==> src/rtl/cal_pkg.sv <==
package cal_pkg;
  localparam int NF        = 7;  // time fields
  localparam int FW        = 7;  // binary value width
  localparam int EW        = 8;  // encoded byte width
  localparam int AW        = 3;  // write address width
  localparam int F_SEC     = 0;
  localparam int F_MIN     = 1;
  localparam int F_HOUR    = 2;
  localparam int F_DOW     = 3;
  localparam int F_DATE    = 4;
  localparam int F_MON     = 5;
  localparam int F_YEAR    = 6;
  localparam int MODE_ADDR = 7;

  typedef struct packed {
    logic dst;  // bit 2
    logic h24;  // bit 1
    logic bin;  // bit 0
  } cal_mode_t;

  function automatic logic [FW-1:0] bcd_to_bin(input logic [EW-1:0] v);
    logic [FW-1:0] hi;
    hi = {3'b000, v[7:4]};
    return FW'(hi * 7'd10 + {3'b000, v[3:0]});
  endfunction

  function automatic logic [EW-1:0] bin_to_bcd(input logic [FW-1:0] v);
    logic [FW-1:0] tens;
    logic [FW-1:0] ones;
    tens = v / 7'd10;
    ones = v % 7'd10;
    return {tens[3:0], ones[3:0]};
  endfunction

  function automatic logic [FW-1:0] dec_field(input logic [EW-1:0] v, input logic bin);
    return bin ? v[FW-1:0] : bcd_to_bin(v);
  endfunction

  function automatic logic [EW-1:0] enc_field(input logic [FW-1:0] v, input logic bin);
    return bin ? {1'b0, v} : bin_to_bcd(v);
  endfunction

  function automatic logic [FW-1:0] dec_hour(input logic [EW-1:0] v, input cal_mode_t m);
    logic [FW-1:0] h;
    h = dec_field({1'b0, v[6:0]}, m.bin);
    if (m.h24) return h;
    return ((h == 7'd12) ? 7'd0 : h) + (v[7] ? 7'd12 : 7'd0);
  endfunction

  function automatic logic [EW-1:0] enc_hour(input logic [FW-1:0] h, input cal_mode_t m);
    logic [FW-1:0] h12;
    logic [EW-1:0] e;
    if (m.h24) return enc_field(h, m.bin);
    h12 = (h >= 7'd12) ? h - 7'd12 : h;
    if (h12 == 7'd0) h12 = 7'd12;
    e = enc_field(h12, m.bin);
    return {(h >= 7'd12), e[6:0]};
  endfunction

  function automatic logic [4:0] month_days(input logic [FW-1:0] mon, input logic [FW-1:0] yr);
    case (mon)
      7'd2:                      return (yr[1:0] == 2'b00) ? 5'd29 : 5'd28;
      7'd4, 7'd6, 7'd9, 7'd11:   return 5'd30;
      default:                   return 5'd31;
    endcase
  endfunction
endpackage

==> src/rtl/cal_decode.sv <==
module cal_decode
  import cal_pkg::*;
#(
  parameter int N_FIELDS = NF,
  parameter int HOUR_IDX = F_HOUR
) (
  input  logic [N_FIELDS-1:0][EW-1:0] enc_i,
  input  cal_mode_t                   mode_i,
  output logic [N_FIELDS-1:0][FW-1:0] val_o
);
  for (genvar i = 0; i < N_FIELDS; i++) begin : g_fld
    if (i == HOUR_IDX) begin : g_hour
      assign val_o[i] = dec_hour(enc_i[i], mode_i);
    end else begin : g_plain
      assign val_o[i] = dec_field(enc_i[i], mode_i.bin);
    end
  end
endmodule

==> src/rtl/cal_encode.sv <==
module cal_encode
  import cal_pkg::*;
#(
  parameter int N_FIELDS = NF,
  parameter int HOUR_IDX = F_HOUR
) (
  input  logic [N_FIELDS-1:0][FW-1:0] val_i,
  input  cal_mode_t                   mode_i,
  output logic [N_FIELDS-1:0][EW-1:0] enc_o
);
  for (genvar i = 0; i < N_FIELDS; i++) begin : g_fld
    if (i == HOUR_IDX) begin : g_hour
      assign enc_o[i] = enc_hour(val_i[i], mode_i);
    end else begin : g_plain
      assign enc_o[i] = enc_field(val_i[i], mode_i.bin);
    end
  end
endmodule

==> src/rtl/cal_advance.sv <==
module cal_advance
  import cal_pkg::*;
#(
  parameter int YEAR_SPAN    = 100,
  parameter int SEC_PER_MIN  = 60,
  parameter int MIN_PER_HOUR = 60,
  parameter int HOUR_PER_DAY = 24,
  parameter int DAYS_PER_WK  = 7,
  parameter int SUNDAY_CODE  = 1,
  parameter int SPRING_MON   = 4,
  parameter int FALL_MON     = 10,
  parameter int FALL_MON_LEN = 31,
  parameter int JUMP_HOUR    = 1
) (
  input  logic [NF-1:0][FW-1:0] cur_i,
  input  logic                  dst_i,
  input  logic                  fb_done_i,
  output logic [NF-1:0][FW-1:0] nxt_o,
  output logic                  fb_set_o,
  output logic                  fb_clr_o
);
  localparam logic [FW-1:0] SEC_LAST  = FW'(SEC_PER_MIN - 1);
  localparam logic [FW-1:0] MIN_LAST  = FW'(MIN_PER_HOUR - 1);
  localparam logic [FW-1:0] HOUR_LAST = FW'(HOUR_PER_DAY - 1);
  localparam logic [FW-1:0] YEAR_LAST = FW'(YEAR_SPAN - 1);
  localparam logic [FW-1:0] DOW_LAST  = FW'(DAYS_PER_WK);
  localparam logic [FW-1:0] FIRST_WK_END  = FW'(DAYS_PER_WK);
  localparam logic [FW-1:0] LAST_WK_START = FW'(FALL_MON_LEN - DAYS_PER_WK + 1);

  logic [FW-1:0] s, mn, hr, dw, dt, mo, yr;
  logic          at_jump_time, sunday, spring, fall;

  always_comb begin
    s  = cur_i[F_SEC];
    mn = cur_i[F_MIN];
    hr = cur_i[F_HOUR];
    dw = cur_i[F_DOW];
    dt = cur_i[F_DATE];
    mo = cur_i[F_MON];
    yr = cur_i[F_YEAR];

    at_jump_time = (hr == FW'(JUMP_HOUR)) && (mn == MIN_LAST) && (s == SEC_LAST);
    sunday       = (dw == FW'(SUNDAY_CODE));
    spring = dst_i && sunday && at_jump_time && (mo == FW'(SPRING_MON)) && (dt <= FIRST_WK_END);
    fall   = dst_i && sunday && at_jump_time && (mo == FW'(FALL_MON)) && (dt >= LAST_WK_START)
             && !fb_done_i;

    nxt_o    = cur_i;
    fb_set_o = 1'b0;
    fb_clr_o = 1'b0;

    if (spring) begin
      nxt_o[F_SEC]  = '0;
      nxt_o[F_MIN]  = '0;
      nxt_o[F_HOUR] = FW'(JUMP_HOUR + 2);
    end else if (fall) begin
      nxt_o[F_SEC] = '0;
      nxt_o[F_MIN] = '0;
      fb_set_o     = 1'b1;
    end else if (s != SEC_LAST) begin
      nxt_o[F_SEC] = s + 7'd1;
    end else begin
      nxt_o[F_SEC] = '0;
      if (mn != MIN_LAST) begin
        nxt_o[F_MIN] = mn + 7'd1;
      end else begin
        nxt_o[F_MIN] = '0;
        fb_clr_o     = 1'b1;
        if (hr != HOUR_LAST) begin
          nxt_o[F_HOUR] = hr + 7'd1;
        end else begin
          nxt_o[F_HOUR] = '0;
          nxt_o[F_DOW]  = (dw >= DOW_LAST) ? 7'd1 : dw + 7'd1;
          if (dt < {2'b00, month_days(mo, yr)}) begin
            nxt_o[F_DATE] = dt + 7'd1;
          end else begin
            nxt_o[F_DATE] = 7'd1;
            if (mo < 7'd12) begin
              nxt_o[F_MON] = mo + 7'd1;
            end else begin
              nxt_o[F_MON]  = 7'd1;
              nxt_o[F_YEAR] = (yr >= YEAR_LAST) ? 7'd0 : yr + 7'd1;
            end
          end
        end
      end
    end
  end
endmodule

==> src/rtl/cal_counter.sv <==
module cal_counter
  import cal_pkg::*;
#(
  parameter int YEAR_SPAN = 100
) (
  input  logic          clk,
  input  logic          por_n,
  input  logic          tick_i,
  input  logic          wr_valid_i,
  output logic          wr_ready_o,
  input  logic [AW-1:0] wr_addr_i,
  input  logic [EW-1:0] wr_data_i,
  output logic [EW-1:0] sec_o,
  output logic [EW-1:0] min_o,
  output logic [EW-1:0] hour_o,
  output logic [EW-1:0] dow_o,
  output logic [EW-1:0] date_o,
  output logic [EW-1:0] month_o,
  output logic [EW-1:0] year_o,
  output logic [2:0]    mode_o,
  output logic          upd_done_o
);
  localparam logic [EW-1:0] RST_HOUR = 8'h12;  // 12 AM in BCD 12-hour form
  localparam logic [EW-1:0] RST_ONE  = 8'h01;

  logic [NF-1:0][EW-1:0] tm_q;
  logic [NF-1:0][FW-1:0] cur_val, nxt_val;
  logic [NF-1:0][EW-1:0] nxt_enc;
  cal_mode_t             mode_q;
  logic                  fb_q, upd_q, fb_set, fb_clr;

  cal_decode #(.N_FIELDS(NF), .HOUR_IDX(F_HOUR)) u_dec (
    .enc_i (tm_q),
    .mode_i(mode_q),
    .val_o (cur_val)
  );

  cal_advance #(.YEAR_SPAN(YEAR_SPAN)) u_adv (
    .cur_i    (cur_val),
    .dst_i    (mode_q.dst),
    .fb_done_i(fb_q),
    .nxt_o    (nxt_val),
    .fb_set_o (fb_set),
    .fb_clr_o (fb_clr)
  );

  cal_encode #(.N_FIELDS(NF), .HOUR_IDX(F_HOUR)) u_enc (
    .val_i (nxt_val),
    .mode_i(mode_q),
    .enc_o (nxt_enc)
  );

  assign wr_ready_o = ~tick_i;

  always_ff @(posedge clk or negedge por_n) begin
    if (!por_n) begin
      tm_q         <= '0;
      tm_q[F_HOUR] <= RST_HOUR;
      tm_q[F_DOW]  <= RST_ONE;
      tm_q[F_DATE] <= RST_ONE;
      tm_q[F_MON]  <= RST_ONE;
      mode_q       <= '0;
      fb_q         <= 1'b0;
      upd_q        <= 1'b0;
    end else begin
      upd_q <= tick_i;
      if (tick_i) begin
        tm_q <= nxt_enc;
        if (fb_set)      fb_q <= 1'b1;
        else if (fb_clr) fb_q <= 1'b0;
      end else if (wr_valid_i) begin
        if (wr_addr_i == AW'(MODE_ADDR)) mode_q <= cal_mode_t'(wr_data_i[2:0]);
        else                             tm_q[wr_addr_i] <= wr_data_i;
      end
    end
  end

  assign sec_o      = tm_q[F_SEC];
  assign min_o      = tm_q[F_MIN];
  assign hour_o     = tm_q[F_HOUR];
  assign dow_o      = tm_q[F_DOW];
  assign date_o     = tm_q[F_DATE];
  assign month_o    = tm_q[F_MON];
  assign year_o     = tm_q[F_YEAR];
  assign mode_o     = mode_q;
  assign upd_done_o = upd_q;
endmodule

==> config.mk <==
export PLATFORM = sky130hd
export DESIGN_NAME = cal_counter
export DESIGN_NICKNAME = d
export VERILOG_FILES = /design/src/rtl/cal_pkg.sv /design/src/rtl/cal_decode.sv /design/src/rtl/cal_encode.sv /design/src/rtl/cal_advance.sv /design/src/rtl/cal_counter.sv
export SDC_FILE = /design/constraint.sdc
export NUM_CORES = 1
export LEC_CHECK = 0
export CORE_ASPECT_RATIO = 0.5
export CORE_MARGIN = 4
export CORE_UTILIZATION = 55
export DETAILED_ROUTE_END_ITERATION = 8
export DONT_BUFFER_PORTS = 1
export GPL_ROUTABILITY_DRIVEN = 0
export PLACE_DENSITY_LB_ADDON = 0.12
export SETUP_SLACK_MARGIN = 0.3
export SYNTH_ARGS = -nofsm -noshare
export SYNTH_HDL_FRONTEND = slang
export SYNTH_HIERARCHICAL = 1
export SYNTH_SLANG_ARGS = --single-unit
==> constraint.sdc <==
create_clock -name clk -period 25.6 [get_ports clk]
set_input_delay 1.28 -clock clk [delete_from_list [all_inputs] [get_ports clk]]
set_output_delay 1.28 -clock clk [all_outputs]
set_load 0.005 [all_outputs]
Word-level counts from Yosys, hierarchy flattened
Index checks and enable logic that the tools add are counted.
{"block": "totals", "output_inout_bits": 61, "input_bits": 15, "regBits": 61, "wordCells": 158}
{"block": "op_classes", "n_addsub": 16, "order_cmp": 9, "n_div": 16, "muxes": 62, "eq_ne": 16, "bitwise": 1, "n_reduce_logical": 19, "multipliers": 7}
{"op": "$mux W56", "count": 3}
{"op": "$mux W7", "count": 22}
{"op": "$mux W8", "count": 10}
{"op": "$mux W35", "count": 2}
{"op": "$bwmux W56", "count": 1}
{"op": "$div A7 B4 Y7 const B", "count": 8}
{"op": "$mod A7 B4 Y7 const B", "count": 8}
{"op": "$mux W28", "count": 2}
{"op": "$add A7 B1 Y7 const B", "count": 7}
{"op": "$add A7 B4 Y7", "count": 7}
{"op": "$mux W42", "count": 1}
{"op": "$mul A4 B3 Y6 const B", "count": 6}
{"op": "$eq A7 B4 Y1 const B", "count": 4}
{"op": "$mux W14", "count": 2}
{"op": "$mux W5", "count": 5}
{"op": "$demux W8 S3", "count": 1}
{"op": "$mux W21", "count": 1}
{"op": "$eq A7 B1 Y1 const B", "count": 2}
{"op": "$eq A7 B3 Y1 const B", "count": 2}
{"op": "$eq A7 B6 Y1 const B", "count": 2}
{"op": "$ne A7 B6 Y1 const B", "count": 2}
{"op": "$logic_and A1 B1 Y1", "count": 10}
{"op": "$mux W1", "count": 10}
{"op": "$pmux W5 S2", "count": 1}
{"op": "25 further kinds", "count": 27}

Longest topological paths before layout
Gate-level depths: netlist of the first run.
{"block": "logic_depth", "ltp_word": 32, "mapped_depth": 43, "ltp_nobuf": 42}

By module
Netlist of the first run, hierarchy kept.
{"module": "cal_encode", "seq_area_each_um2": 0.0, "instances": 1, "cells_per_inst": 682, "area_each_um2": 4211.5}
{"module": "cal_counter", "seq_area_each_um2": 1532.7, "instances": 1, "cells_per_inst": 264, "area_each_um2": 2837.7}
{"module": "cal_decode", "seq_area_each_um2": 0.0, "instances": 1, "cells_per_inst": 269, "area_each_um2": 2127.0}
{"module": "cal_advance", "seq_area_each_um2": 0.0, "instances": 1, "cells_per_inst": 235, "area_each_um2": 1604.0}

Worst setup path before layout of the first run
No wires, ideal clock.
{"block": "synth_timing", "path_kind": "reg2reg", "startpoint": "register tm_q (netlist bit hour_o[4])", "endpoint": "register tm_q (netlist bit hour_o[2])", "arrival_ns": 8.256, "t_required_ns": 25.523, "setup_ns": 0.077, "stages_incl_launch_ff": 43, "setup_slack_ns": 17.267, "path_buffers": 1, "period_less_slack_ns": 8.333, "cell_sequence": "dfstp_2 > ha_1 > ha_1 > a21oi_2 > xor2_1 > a211oi_1 > nor2_1 > a21oi_1 > ha_1 > inv_1 > fa_1 > nor2_1 > o311a_1 > o211ai_2 > xor2_1 > nor3_1 > nand4_1 > nor4_1 > [7 not listed] > o32ai_4 > ha_1 > a311oi_2 > a211oi_2 > nor2_4 > xor2_4 > ha_1 > inv_1 > a21oi_1 > o221ai_2 > xnor2_1 > ha_1 > inv_1 > o221ai_1 > a311o_1 > o221ai_1 > nand2_1 > o21ai_1"}
{"element": "start, declared", "line": "cal_counter.sv:26", "rtl": "logic [NF-1:0][EW-1:0] tm_q;"}
{"element": "start signal, assigned", "line": "cal_counter.sv:68", "rtl": "tm_q <= nxt_enc;"}
{"element": "start signal, assigned by index", "line": "cal_counter.sv:73", "rtl": "else tm_q[wr_addr_i] <= wr_data_i;"}

==> parameters.txt, run 1 <==
Parameter                              Value

Floorplanning
  Standard cell core area ... 18830 µm²
  Die Outline Area ... 22040 µm²
  Chip width ... 206.0 µm
  Count of pins on the block boundary ... 76
  Std cell rows ... 35
  Initial core utilization ... 0.5725
  Y dimension of the die ... 107.0 µm

Synth
  Synthesized-area fraction occupied by and/or/nand/nor cells ... 0.2245
  Synth Warn # ... 6
  Area share of the leading cell type in the synthesized netlist ... 0.1300
  Post-Synthesis Cells ... 1450
  Main combinational cell family by area after synthesis ... compound AO/OA/AOI/OAI gates
  Post-synthesis sequential element count ... 61
  Unique masters post-synth ... 110
  Synth top area cells ... dfrtp_1 (13%), ha_1 (8.7%), mux2i_1 (6.8%)
  Combined area of all synthesized cells ... 10780 µm²
  Syn_nets ... 1554
  Largest area contributor in the synthesized netlist ... dfrtp_1
  Most instantiated flip-flop cell in the synthesis netlist ... dfrtp_1
  Xor and xnor area share after synthesis ... 0.05292
  Average instance area after synthesis ... 7.435 µm²
  Top cell types by occurrence after synthesis ... nand2_1 (161), o21ai_0 (131), nor2_1 (128), a21oi_1 (100), inv_1 (78)
  Most frequent cell after synthesis ... nand2_1
  Fraction of the mapped netlist area in adder cells ... 0.1168
  Fraction of the mapped netlist area in compound gates ... 0.2853
  Portion of netlist area occupied by mux cells ... 0.09935
  Seq/Total Area, Yosys ... 0.1422
  Number of synthesized flops with an enable pin ... 0
  Fraction of registers with async set/reset ... 1.000

STA
  Minimum clock period ... 10.18 ns
  Fin Clk Skew ... 0.006467 ns
  Number of slew-limit violations in the final report ... 0
  Post-route clock period utilization ... 0.3978
  Fmax ... 98.20 MHz
  Relative slew slack ... 0.2197
  Hold Slack ... 0.5299 ns
  RSZ-0062 raised after global routing ... no
  Number of setup violations in the final report ... 0
  Transition at the pin with the smallest max-transition slack ... 1.158 ns
  Fin. Hold Viols ... 0
  Total negative setup slack ... 0 ns

Place
  # port buffers ... 0
  Detail Placement HPWL ... 21.72 mm

Routing
  Per-cell via count in the routed design ... 6.410
  Met1 Routed Length ... 14.51 mm
  Number of iterations in the first detailed-routing pass ... 7
  Routed length on met2 ... 13.61 mm
  Wire length per cell ... 18.81 µm
  Total via count in the routed design ... 10442
  Top routing layer in use ... met4
  Met3 wire len ... 1.876 mm
  Final wirelength ... 30.64 mm
  Remaining routing DRC violations ... 0
  Number of DRC markers after the initial detailed-route iteration ... 961
  Antenna Violating Nets Remaining ... 0

GRT
  Number of global-route vias before repair ... 9390
  Wire length of the first global-routing pass ... 49.05 mm
  Final global-route overflow total ... 0
  Number of antenna violations at the first check in global routing ... 0
  Global-route usage over all layers ... 0.2698
  Maximum number of pins on one net before global-route repair ... 118

Clocking
  Clk Latency, worst-skew pair ... 0.34 ns
  H-Tree Level Count ... 3
  TritonCTS clock tree ... done
  Hold-fix buffer count after cts ... 0
  Post-CTS sizing ... 0
  Clock-pin slew on the worst setup and hold paths ... 0.06 ns
  Max Root-Sink Buffers ... 2
  Post-CTS setup buffer count ... 0
  Clock buffers created by TritonCTS ... 9
  CTS Root Buffer Type ... clkbuf_16
  Clock sinks ... 61

Setup path
  Crit Path Max Fanout ... 23
  Cell with the largest stage delay on the worst path ... mux2_1
  Most repeated library cell on the critical path ... ha_1
  Reg-to-Reg End ... hour_o[2]$_DFFE_PN0P_
  Worst reg-to-reg setup slack ... 15.42 ns
  Endpoint of the most critical setup path ... hour_o[2]$_DFFE_PN0P_
  Critical path launch point ... hour_o[4]$_DFFE_PN1P_
  Reg2reg start ... hour_o[4]$_DFFE_PN1P_
  Crit path largest cell delay ... 0.73 ns
  Critical Setup Path Class ... reg -> reg
  Setup crit end kind ... flip-flop
  Arrival time worst endpoint ... 10.45 ns
  Startpoint kind of the worst setup timing path ... flip-flop
  Number of cells on the worst reg-to-reg path ... 40
  Required time worst endpoint ... 25.87 ns

Final layout
  Util after Layout ... 0.5813
  Proportion of layout cells with a drive suffix above 1 ... 0.07080
  Seq. cell area ... 1536 µm²
  Area growth from synthesis to final layout ... 1.532%
  # nets final ... 1469
  Number of fillers in the final layout ... 1779
  Multi-input combinational cell area ... 8432 µm²
  Final antenna diode count ... 0

Worst hold path
  Hold crit path type ... reg -> reg

Run
  Number of max-cap violations ... 0

Outcome
  Run status ... finished, final reports clean
==> worst min path at each step <==
stage                startpoint                to  slack, ns  cells after the start
6_report       fb_q$_DFFE_PN0P_  fb_q$_DFFE_PN0P_       0.53                      1
5_1_grt        fb_q$_DFFE_PN0P_  fb_q$_DFFE_PN0P_       0.54                      1
4_1_cts        fb_q$_DFFE_PN0P_  fb_q$_DFFE_PN0P_       0.53                      1
3_5_place_dp   fb_q$_DFFE_PN0P_  fb_q$_DFFE_PN0P_       0.52                      1
3_3_place_gp   fb_q$_DFFE_PN0P_  fb_q$_DFFE_PN0P_       0.52                      1
2_1_floorplan  fb_q$_DFFE_PN0P_  fb_q$_DFFE_PN0P_       0.46                      1
==> metrics by stage <==
stage | setup slack [ns] | std cells | area [µm²]
6_report | 15.42 | 1629 | 10950
3_3_place_gp | 16.06 | 1613 | 10650
4_1_cts | 15.56 | 1629 | 10950
3_5_place_dp | 15.62 | 1613 | 10650
5_1_grt | 14.73 | 1629 | 10950
2_1_floorplan | 17.27 | 1450 | 10780
==> state kept, by name, indices dropped and copies added, names as in the netlist <==
signal / count
mode_o: 3
dow_o: 8
sec_o: 8
year_o: 8
min_o: 8
month_o: 8
fb_q: 1
date_o: 8
upd_done_o: 1
hour_o: 8
==> layer usage <==
layer / vias up / track usage
li1: 5088 / -
met1: 4964 / 0.3880
met2: 347 / 0.4242
met3: 43 / 0.03747
met4: 0 / 0.07543
met5: - / 0
==> logic make-up (layout without fill, tap and decap cells) <==
family	Yosys count	count (layout)
buffers and inverters	183	103
flip-flops	61	61
XOR/XNOR	63	63
adder cells (fa/ha/maj)	93	93
multiplexers	101	101
AND/OR/NAND/NOR	490	490
AO/OA/AOI/OAI	459	459
==> worst max-delay path, delay by kind of cell (launching register included) <==
family | cells | cell delay [ns]
AOI/OAI and AO/OA | 15 | 2.92
and+or+nand+nor | 9 | 2.23
DFF | 1 | 0.62
adders and majority gates | 8 | 2.65
muxes | 1 | 0.73
buffers and inverters | 3 | 0.22
xor gates and xnor gates | 4 | 0.72
==> layout by cell type, fill, tap and decap left out, types with 29 or more instances in the layout <==
cell type / instances
nor2_1: 128
o21ai_0: 131
ha_1: 75
dfrtp_1: 55
inv_1: 78
o21ai_1: 35
nor2b_1: 29
nand2_1: 161
xnor2_1: 33
mux2i_1: 73
a21oi_1: 100
==> final cells by class <==
class,instances,share of cell area
Timing Repair Buffer,9,0.006173
Clock buffer,10,0.02092
Inverter,78,0.02675
Clock inverter,6,0.005830
Sequential cell,61,0.1404
Tap cell,259,0.02961
Multi-Input combinational cell,1206,0.7703
Power of run 1 is left out: the tool's default activity adds up to more than one toggle a clock period on the data nets, which glitch-free logic cannot reach.
==> inputs of run 2 (changes only) <==
- ABC_AREA: default -> 1
- clock period: 25.6 -> 10.1 ns (I/O delays scaled with it)
==> parameters.txt, run 2 <==
Parameter                              Value

Final layout
  Proportion of layout cells with a drive suffix above 1 ... 0.09681 (was 0.07080)
  Final antenna diode count ... 0 (unchanged)
  Most frequent cells in the layout ... nand2_1 (587), inv_1 (221), nand3_1 (204) (was nand2_1 (161), o21ai_0 (131), nor2_1 (128))
  Most common library cell in the layout ignoring fill and taps ... nand2_1 (unchanged)
  Number of fillers in the final layout ... 1857 (was 1779)
  Area growth from synthesis to final layout ... 3.232% (was 1.532%)
  Non-filler instance count after layout ... 1984 (was 1629)
  Util after Layout ... 0.5824 (was 0.5813)
  # nets final ... 1824 (was 1469)

Floorplanning
  Count of pins on the block boundary ... 76 (unchanged)
  Standard cell core area ... 18520 µm² (was 18830 µm²)
  Std cell rows ... 35 (unchanged)
  Chip width ... 202.9 µm (was 206.0 µm)
  Die Outline Area ... 21410 µm² (was 22040 µm²)
  Y dimension of the die ... 105.5 µm (was 107.0 µm)
  Initial core utilization ... 0.5642 (was 0.5725)

Clocking
  Post-CTS setup buffer count ... 0 (unchanged)
  H-Tree Level Count ... 3 (unchanged)
  Clk Latency, worst-skew pair ... 0.35 ns (was 0.34 ns)
  Clock-pin slew on the worst setup and hold paths ... 0.06 ns (about the same)
  Clock sinks ... 61 (unchanged)
  TritonCTS clock tree ... done (unchanged)
  CTS Root Buffer Type ... clkbuf_16 (unchanged)
  Clock buffers created by TritonCTS ... 9 (unchanged)
  Max Root-Sink Buffers ... 2 (unchanged)

Routing
  Antenna Violating Nets Remaining ... 0 (unchanged)
  Remaining routing DRC violations ... 0 (unchanged)
  Per-cell via count in the routed design ... 5.666 (was 6.410)
  Wire length per cell ... 15.81 µm (was 18.81 µm)
  Number of DRC markers after the initial detailed-route iteration ... 1113 (was 961)
  Total via count in the routed design ... 11242 (was 10442)
  Number of iterations in the first detailed-routing pass ... 5 (was 7)
  Final wirelength ... 31.36 mm (was 30.64 mm)

Synth
  Most frequent cell after synthesis ... nand2_1 (unchanged)
  Unique masters post-synth ... 59 (was 110)
  Area share of the leading cell type in the synthesized netlist ... 0.2108 (was 0.1300)
  Most instantiated flip-flop cell in the synthesis netlist ... dfrtp_1 (unchanged)
  Fraction of registers with async set/reset ... 1.000 (unchanged)
  Synth Warn # ... 6 (unchanged)
  Seq/Total Area, Yosys ... 0.1467 (was 0.1422)
  Syn_nets ... 1865 (was 1554)
  Post-synthesis sequential element count ... 61 (unchanged)
  Post-Synthesis Cells ... 1761 (was 1450)
  Synth top area cells ... nand2_1 (21%), dfrtp_1 (13%), nand3_1 (9.8%) (was dfrtp_1 (13%), ha_1 (8.7%), mux2i_1 (6.8%))
  Number of synthesized flops with an enable pin ... 0 (unchanged)
  Largest area contributor in the synthesized netlist ... nand2_1 (was dfrtp_1)
  Combined area of all synthesized cells ... 10450 µm² (was 10780 µm²)
  Average instance area after synthesis ... 5.935 µm² (was 7.435 µm²)
  Top cell types by occurrence after synthesis ... nand2_1 (587), inv_1 (221), nand3_1 (204), nor2_1 (107), o21ai_0 (92) (was nand2_1 (161), o21ai_0 (131), nor2_1 (128), a21oi_1 (100), inv_1 (78))

GRT
  Global-route usage over all layers ... 0.2895 (was 0.2698)
  Final global-route overflow total ... 0 (unchanged)
  Wire length of the first global-routing pass ... 50.64 mm (was 49.05 mm)
  Number of global-route vias before repair ... 10072 (was 9390)
  Maximum number of pins on one net before global-route repair ... 73 (was 118)
  Number of antenna violations at the first check in global routing ... 0 (unchanged)

Setup path
  Top delay family on crit path ... simple AND/OR/NAND/NOR gates (was compound AO/OA/AOI/OAI gates)
  Required time worst endpoint ... 10.39 ns (was 25.87 ns)
  Most repeated library cell on the critical path ... nand2_1 (was ha_1)
  Crit Path Max Fanout ... 13 (was 23)
  Setup crit end kind ... flip-flop (unchanged)
  Cell with the largest stage delay on the worst path ... nor3_1 (was mux2_1)
  Combined buffer and inverter count along the critical path ... 8 (was 3)
  Critical Setup Path Class ... reg -> reg (unchanged)
  Arrival time worst endpoint ... 9.16 ns (was 10.45 ns)
  Crit path largest cell delay ... 0.80 ns (was 0.73 ns)
  Critical path launch point ... hour_o[4]$_DFFE_PN1P_ (unchanged)
  Startpoint kind of the worst setup timing path ... flip-flop (unchanged)
  Reg2reg start ... hour_o[4]$_DFFE_PN1P_ (unchanged)

STA
  Minimum clock period ... 8.875 ns (was 10.18 ns)
  Total negative setup slack ... 0 ns (unchanged)
  Number of setup violations in the final report ... 0 (unchanged)
  Relative slew slack ... 0.3351 (was 0.2197)
  Transition at the pin with the smallest max-transition slack ... 0.9898 ns (was 1.158 ns)
  Fin Clk Skew ... 0.008329 ns (was 0.006467 ns)
  Post-route clock period utilization ... 0.8787 (was 0.3978)
  Number of slew-limit violations in the final report ... 0 (unchanged)
  RSZ-0062 raised after global routing ... no (unchanged)
  Fin. Hold Viols ... 0 (unchanged)
  Fmax ... 112.7 MHz (was 98.20 MHz)

Run
  Number of max-cap violations ... 0 (unchanged)

Place
  # port buffers ... 0 (unchanged)
  Detail Placement HPWL ... 24.22 mm (was 21.72 mm)
  Placed Instances ... 1966 (was 1613)

Outcome
  Run status ... finished, final reports clean (unchanged)

Worst hold path
  Hold crit path type ... in -> async (was reg -> reg)
==> run 2: cell count changes after synthesis, moves of 39 or more <==
cell | before | now
mux2i_1 | 73 | 0
nand3_1 | 27 | 204
nand2_1 | 161 | 587
a21oi_1 | 100 | 50
o21ai_0 | 131 | 92
inv_1 | 78 | 221
==> run 2: routing by layer <==
| layer | vias up | global-route usage | share of wire |
|---|---|---|---|
| met2 | 465 | 0.4762 | 0.45 |
| met5 | - | 0 | 0 |
| met3 | 60 | 0.05872 | 0.091 |
| met1 | 5170 | 0.3906 | 0.44 |
| met4 | 0 | 0.07599 | 0.024 |
| li1 | 5547 | - | - |
==> run 2: logic make-up after synthesis <==
family                     count (synthesis)  share of synthesized area
adders and majority gates                 89                     0.1166
and+or+nand+nor                         1059                     0.4661
DFF                                       61                     0.1467
xor gates and xnor gates                  33                    0.02945
AOI/OAI and AO/OA                        207                     0.1149
buffers and inverters                    312                     0.1263
==> run 2: area by class of cell <==
| type | instances | area (µm²) | area share |
|---|---|---|---|
| Multi-Input combinational cell | 1388 | 7599 | 0.7043 |
| Sequential cell | 61 | 1534 | 0.1422 |
| Inverter | 255 | 970.9 | 0.08999 |
| Tap cell | 259 | 324.1 | 0.03004 |
| Clock buffer | 11 | 242.7 | 0.02250 |
| Timing Repair Buffer | 5 | 60.06 | 0.005567 |
| Clock inverter | 5 | 58.81 | 0.005451 |
==> run 2: worst paths after layout <==
kind / cells after the start / slack (ns) / to
max: 59 / 1.23 / hour_o[1]$_DFFE_PN1P_
min: 1 / 0.02 / sec_o[1]$_DFFE_PN0P_
max reg2reg: 59 / 1.23 / hour_o[1]$_DFFE_PN1P_
min reg2reg: 1 / 0.50 / fb_q$_DFFE_PN0P_
max in group asynchronous: 1 / 9.16 / date_o[0]$_DFFE_PN1P_
min in group clk: 0 / 0.20 / upd_done_o$_DFF_PN0_
==> run 2: worst reg2reg max path: cells and delay by family, from the launching register on <==
kind	cells	cell delay, ns
flops	1	0.59
xor+xnor	1	0.16
fa+ha+maj	8	2.14
compound gates	4	0.82
buf+inv	8	0.98
simple gates	38	4.11
==> run 2: per-stage QoR <==
stage | hold WS (ns) | instance area, µm² | setup WS, ns
after floorplan | 0.2094 | 10450 | 2.640
after global placement | 0.2112 | 10450 | 1.807
after detailed placement | 0.2114 | 10450 | 1.402
after CTS | 0.03345 | 10790 | 1.332
after global routing | 0.04135 | 10790 | 0.3337
final | 0.02169 | 10790 | 1.225
==> run 2: repair_timing <==
action | in CTS | in global routing
hold buffers | 2 | 0
endpoints found under the hold margin | 58 | 0
gates resized for setup | 0 | 0
Power of run 2 is left out for the same reason.
==> inputs of run 3 (changes only) <==
- clock period: 10.1 -> 8.83 ns (I/O delays scaled with it)
==> parameters.txt, run 3 (synthesis results as in run 2) <==
Parameter                              Value

Floorplanning
  Die Outline Area ... 21410 µm² (unchanged)
  Chip width ... 202.9 µm (unchanged)
  Standard cell core area ... 18520 µm² (unchanged)
  Std cell rows ... 35 (unchanged)
  Y dimension of the die ... 105.5 µm (unchanged)
  Initial core utilization ... 0.5642 (unchanged)
  Count of pins on the block boundary ... 76 (unchanged)

Setup path
  Most repeated library cell on the critical path ... nand2_1 (unchanged)
  Crit Path Max Fanout ... 7 (was 13)
  Crit path largest cell delay ... 0.58 ns (was 0.80 ns)
  Cell with the largest stage delay on the worst path ... dfstp_2 (was nor3_1)
  Critical Setup Path Class ... reg -> reg (unchanged)
  Arrival time worst endpoint ... 8.06 ns (was 9.16 ns)
  Startpoint kind of the worst setup timing path ... flip-flop (unchanged)
  Setup crit end kind ... flip-flop (unchanged)
  Required time worst endpoint ... 9.12 ns (was 10.39 ns)

STA
  Post-route clock period utilization ... 0.8799 (was 0.8787)
  Number of setup violations in the final report ... 0 (unchanged)
  Total negative setup slack ... 0 ns (unchanged)
  Fin. Hold Viols ... 0 (unchanged)
  Number of slew-limit violations in the final report ... 0 (unchanged)
  Transition at the pin with the smallest max-transition slack ... 1.096 ns (was 0.9898 ns)
  Relative slew slack ... 0.2665 (was 0.3351)
  Fmax ... 128.7 MHz (was 112.7 MHz)
  RSZ-0062 raised after global routing ... no (unchanged)
  Minimum clock period ... 7.770 ns (was 8.875 ns)
  Fin Clk Skew ... 0.01394 ns (was 0.008329 ns)

Final layout
  Util after Layout ... 0.5869 (was 0.5824)
  Proportion of layout cells with a drive suffix above 1 ... 0.1084 (was 0.09681)
  Area growth from synthesis to final layout ... 4.023% (was 3.232%)
  Most frequent cells in the layout ... nand2_1 (586), inv_1 (220), nand3_1 (204) (was nand2_1 (587), inv_1 (221), nand3_1 (204))
  Seq. cell area ... 1534 µm² (unchanged)
  Most common library cell in the layout ignoring fill and taps ... nand2_1 (unchanged)
  Multi-input combinational cell area ... 7632 µm² (was 7599 µm²)
  Non-filler instance count after layout ... 1994 (was 1984)
  Number of fillers in the final layout ... 1864 (was 1857)
  # nets final ... 1833 (was 1824)

Clocking
  CTS Root Buffer Type ... clkbuf_16 (unchanged)
  Max Root-Sink Buffers ... 2 (unchanged)
  TritonCTS clock tree ... done (unchanged)
  H-Tree Level Count ... 3 (unchanged)
  Clock buffers created by TritonCTS ... 9 (unchanged)
  Clk Latency, worst-skew pair ... 0.36 ns (was 0.35 ns)
  Clock sinks ... 61 (unchanged)
  Clock-pin slew on the worst setup and hold paths ... 0.06 ns (about the same)

Place
  Placed Instances ... 1969 (was 1966)
  Detail Placement HPWL ... 24.13 mm (was 24.22 mm)
  # port buffers ... 0 (unchanged)

GRT
  Maximum number of pins on one net before global-route repair ... 73 (unchanged)
  Final global-route overflow total ... 0 (unchanged)
  Wire length of the first global-routing pass ... 51.05 mm (was 50.64 mm)
  Global-route usage over all layers ... 0.2906 (was 0.2895)
  Number of antenna violations at the first check in global routing ... 0 (unchanged)
  Number of global-route vias before repair ... 10261 (was 10072)

Routing
  Antenna Violating Nets Remaining ... 0 (unchanged)
  Remaining routing DRC violations ... 0 (unchanged)
  Number of DRC markers after the initial detailed-route iteration ... 1058 (was 1113)
  Total via count in the routed design ... 11190 (was 11242)
  Number of iterations in the first detailed-routing pass ... 5 (unchanged)
  Per-cell via count in the routed design ... 5.612 (was 5.666)
  Wire length per cell ... 15.70 µm (was 15.81 µm)
  Final wirelength ... 31.31 mm (was 31.36 mm)

Worst hold path
  Hold crit path type ... in -> reg (was in -> async)

Outcome
  Run status ... finished, final reports clean (unchanged)

Run
  Number of max-cap violations ... 0 (unchanged)
==> run 3: changes by cell type in the layout (fill, tap and decap cells not counted), moves of 2 or more <==
cell / delta
buf_4: +9
clkinv_2: +2
ha_1: -3
ha_2: +3
nor2_1: -3
nor2_2: +2
==> run 3: cell type report <==
cell class | instances | share of cell area
clock inverters | 6 | 0.003568
flip-flops and latches | 61 | 0.1411
multi-input cells | 1388 | 0.7020
clock buffers | 10 | 0.02198
inverters | 255 | 0.08954
diodes | 1 | 0.0002302
repair buffers | 14 | 0.01174
well taps | 259 | 0.02981
==> run 3: worst paths after layout <==
kind                                            start                     to  slack [ns]  depth (start not counted)
max in group asynchronous                       por_n  hour_o[4]$_DFFE_PN1P_        7.83                          2
worst max-delay path            hour_o[4]$_DFFE_PN1P_  hour_o[1]$_DFFE_PN1P_        1.06                         58
min in group asynchronous                       por_n   sec_o[3]$_DFFE_PN0P_        0.65                          2
worst min register to register       fb_q$_DFFE_PN0P_       fb_q$_DFFE_PN0P_        0.50                          1
worst max register to register  hour_o[4]$_DFFE_PN1P_  hour_o[1]$_DFFE_PN1P_        1.06                         58
worst min-delay path                           tick_i   upd_done_o$_DFF_PN0_        0.14                          0
==> run 3: critical path: cells and delay by family (launching register included) <==
kind | cells | cell delay (ns)
adder cells (fa/ha/maj) | 7 | 1.78
XOR/XNOR | 1 | 0.22
AND/OR/NAND/NOR | 38 | 3.55
buffers and inverters | 7 | 0.58
flip-flops | 1 | 0.58
AO/OA/AOI/OAI | 5 | 0.99
==> run 3: metal layers <==
metal / wire length [µm] / global-route usage / up-vias
met2: 14110 / 0.4865 / 433
met3: 2698 / 0.05687 / 34
li1: - / - / 5570
met1: 14150 / 0.3960 / 5153
met4: 357 / 0.05227 / 0
met5: 0 / 0 / -
==> run 3: per-stage QoR <==
step	area (µm²)	hold slack, ns	worst slack, ns
global placement	10470	0.1476	0.9682
detailed placement	10470	0.1479	0.5703
global route	10870	0.1249	0.3261
floorplan	10450	0.1459	1.370
finish	10870	0.1422	1.060
CTS	10790	0.1261	0.5138
==> run 3: repair_timing <==
action / CTS / global route
endpoints found under the setup margin: 0 / 4
hold buffers: 2 / 0
setup buffers: 0 / 6
hold endpoints to repair: 61 / 0
gates resized for setup: 0 / 14
Power of run 3 is left out for the same reason.
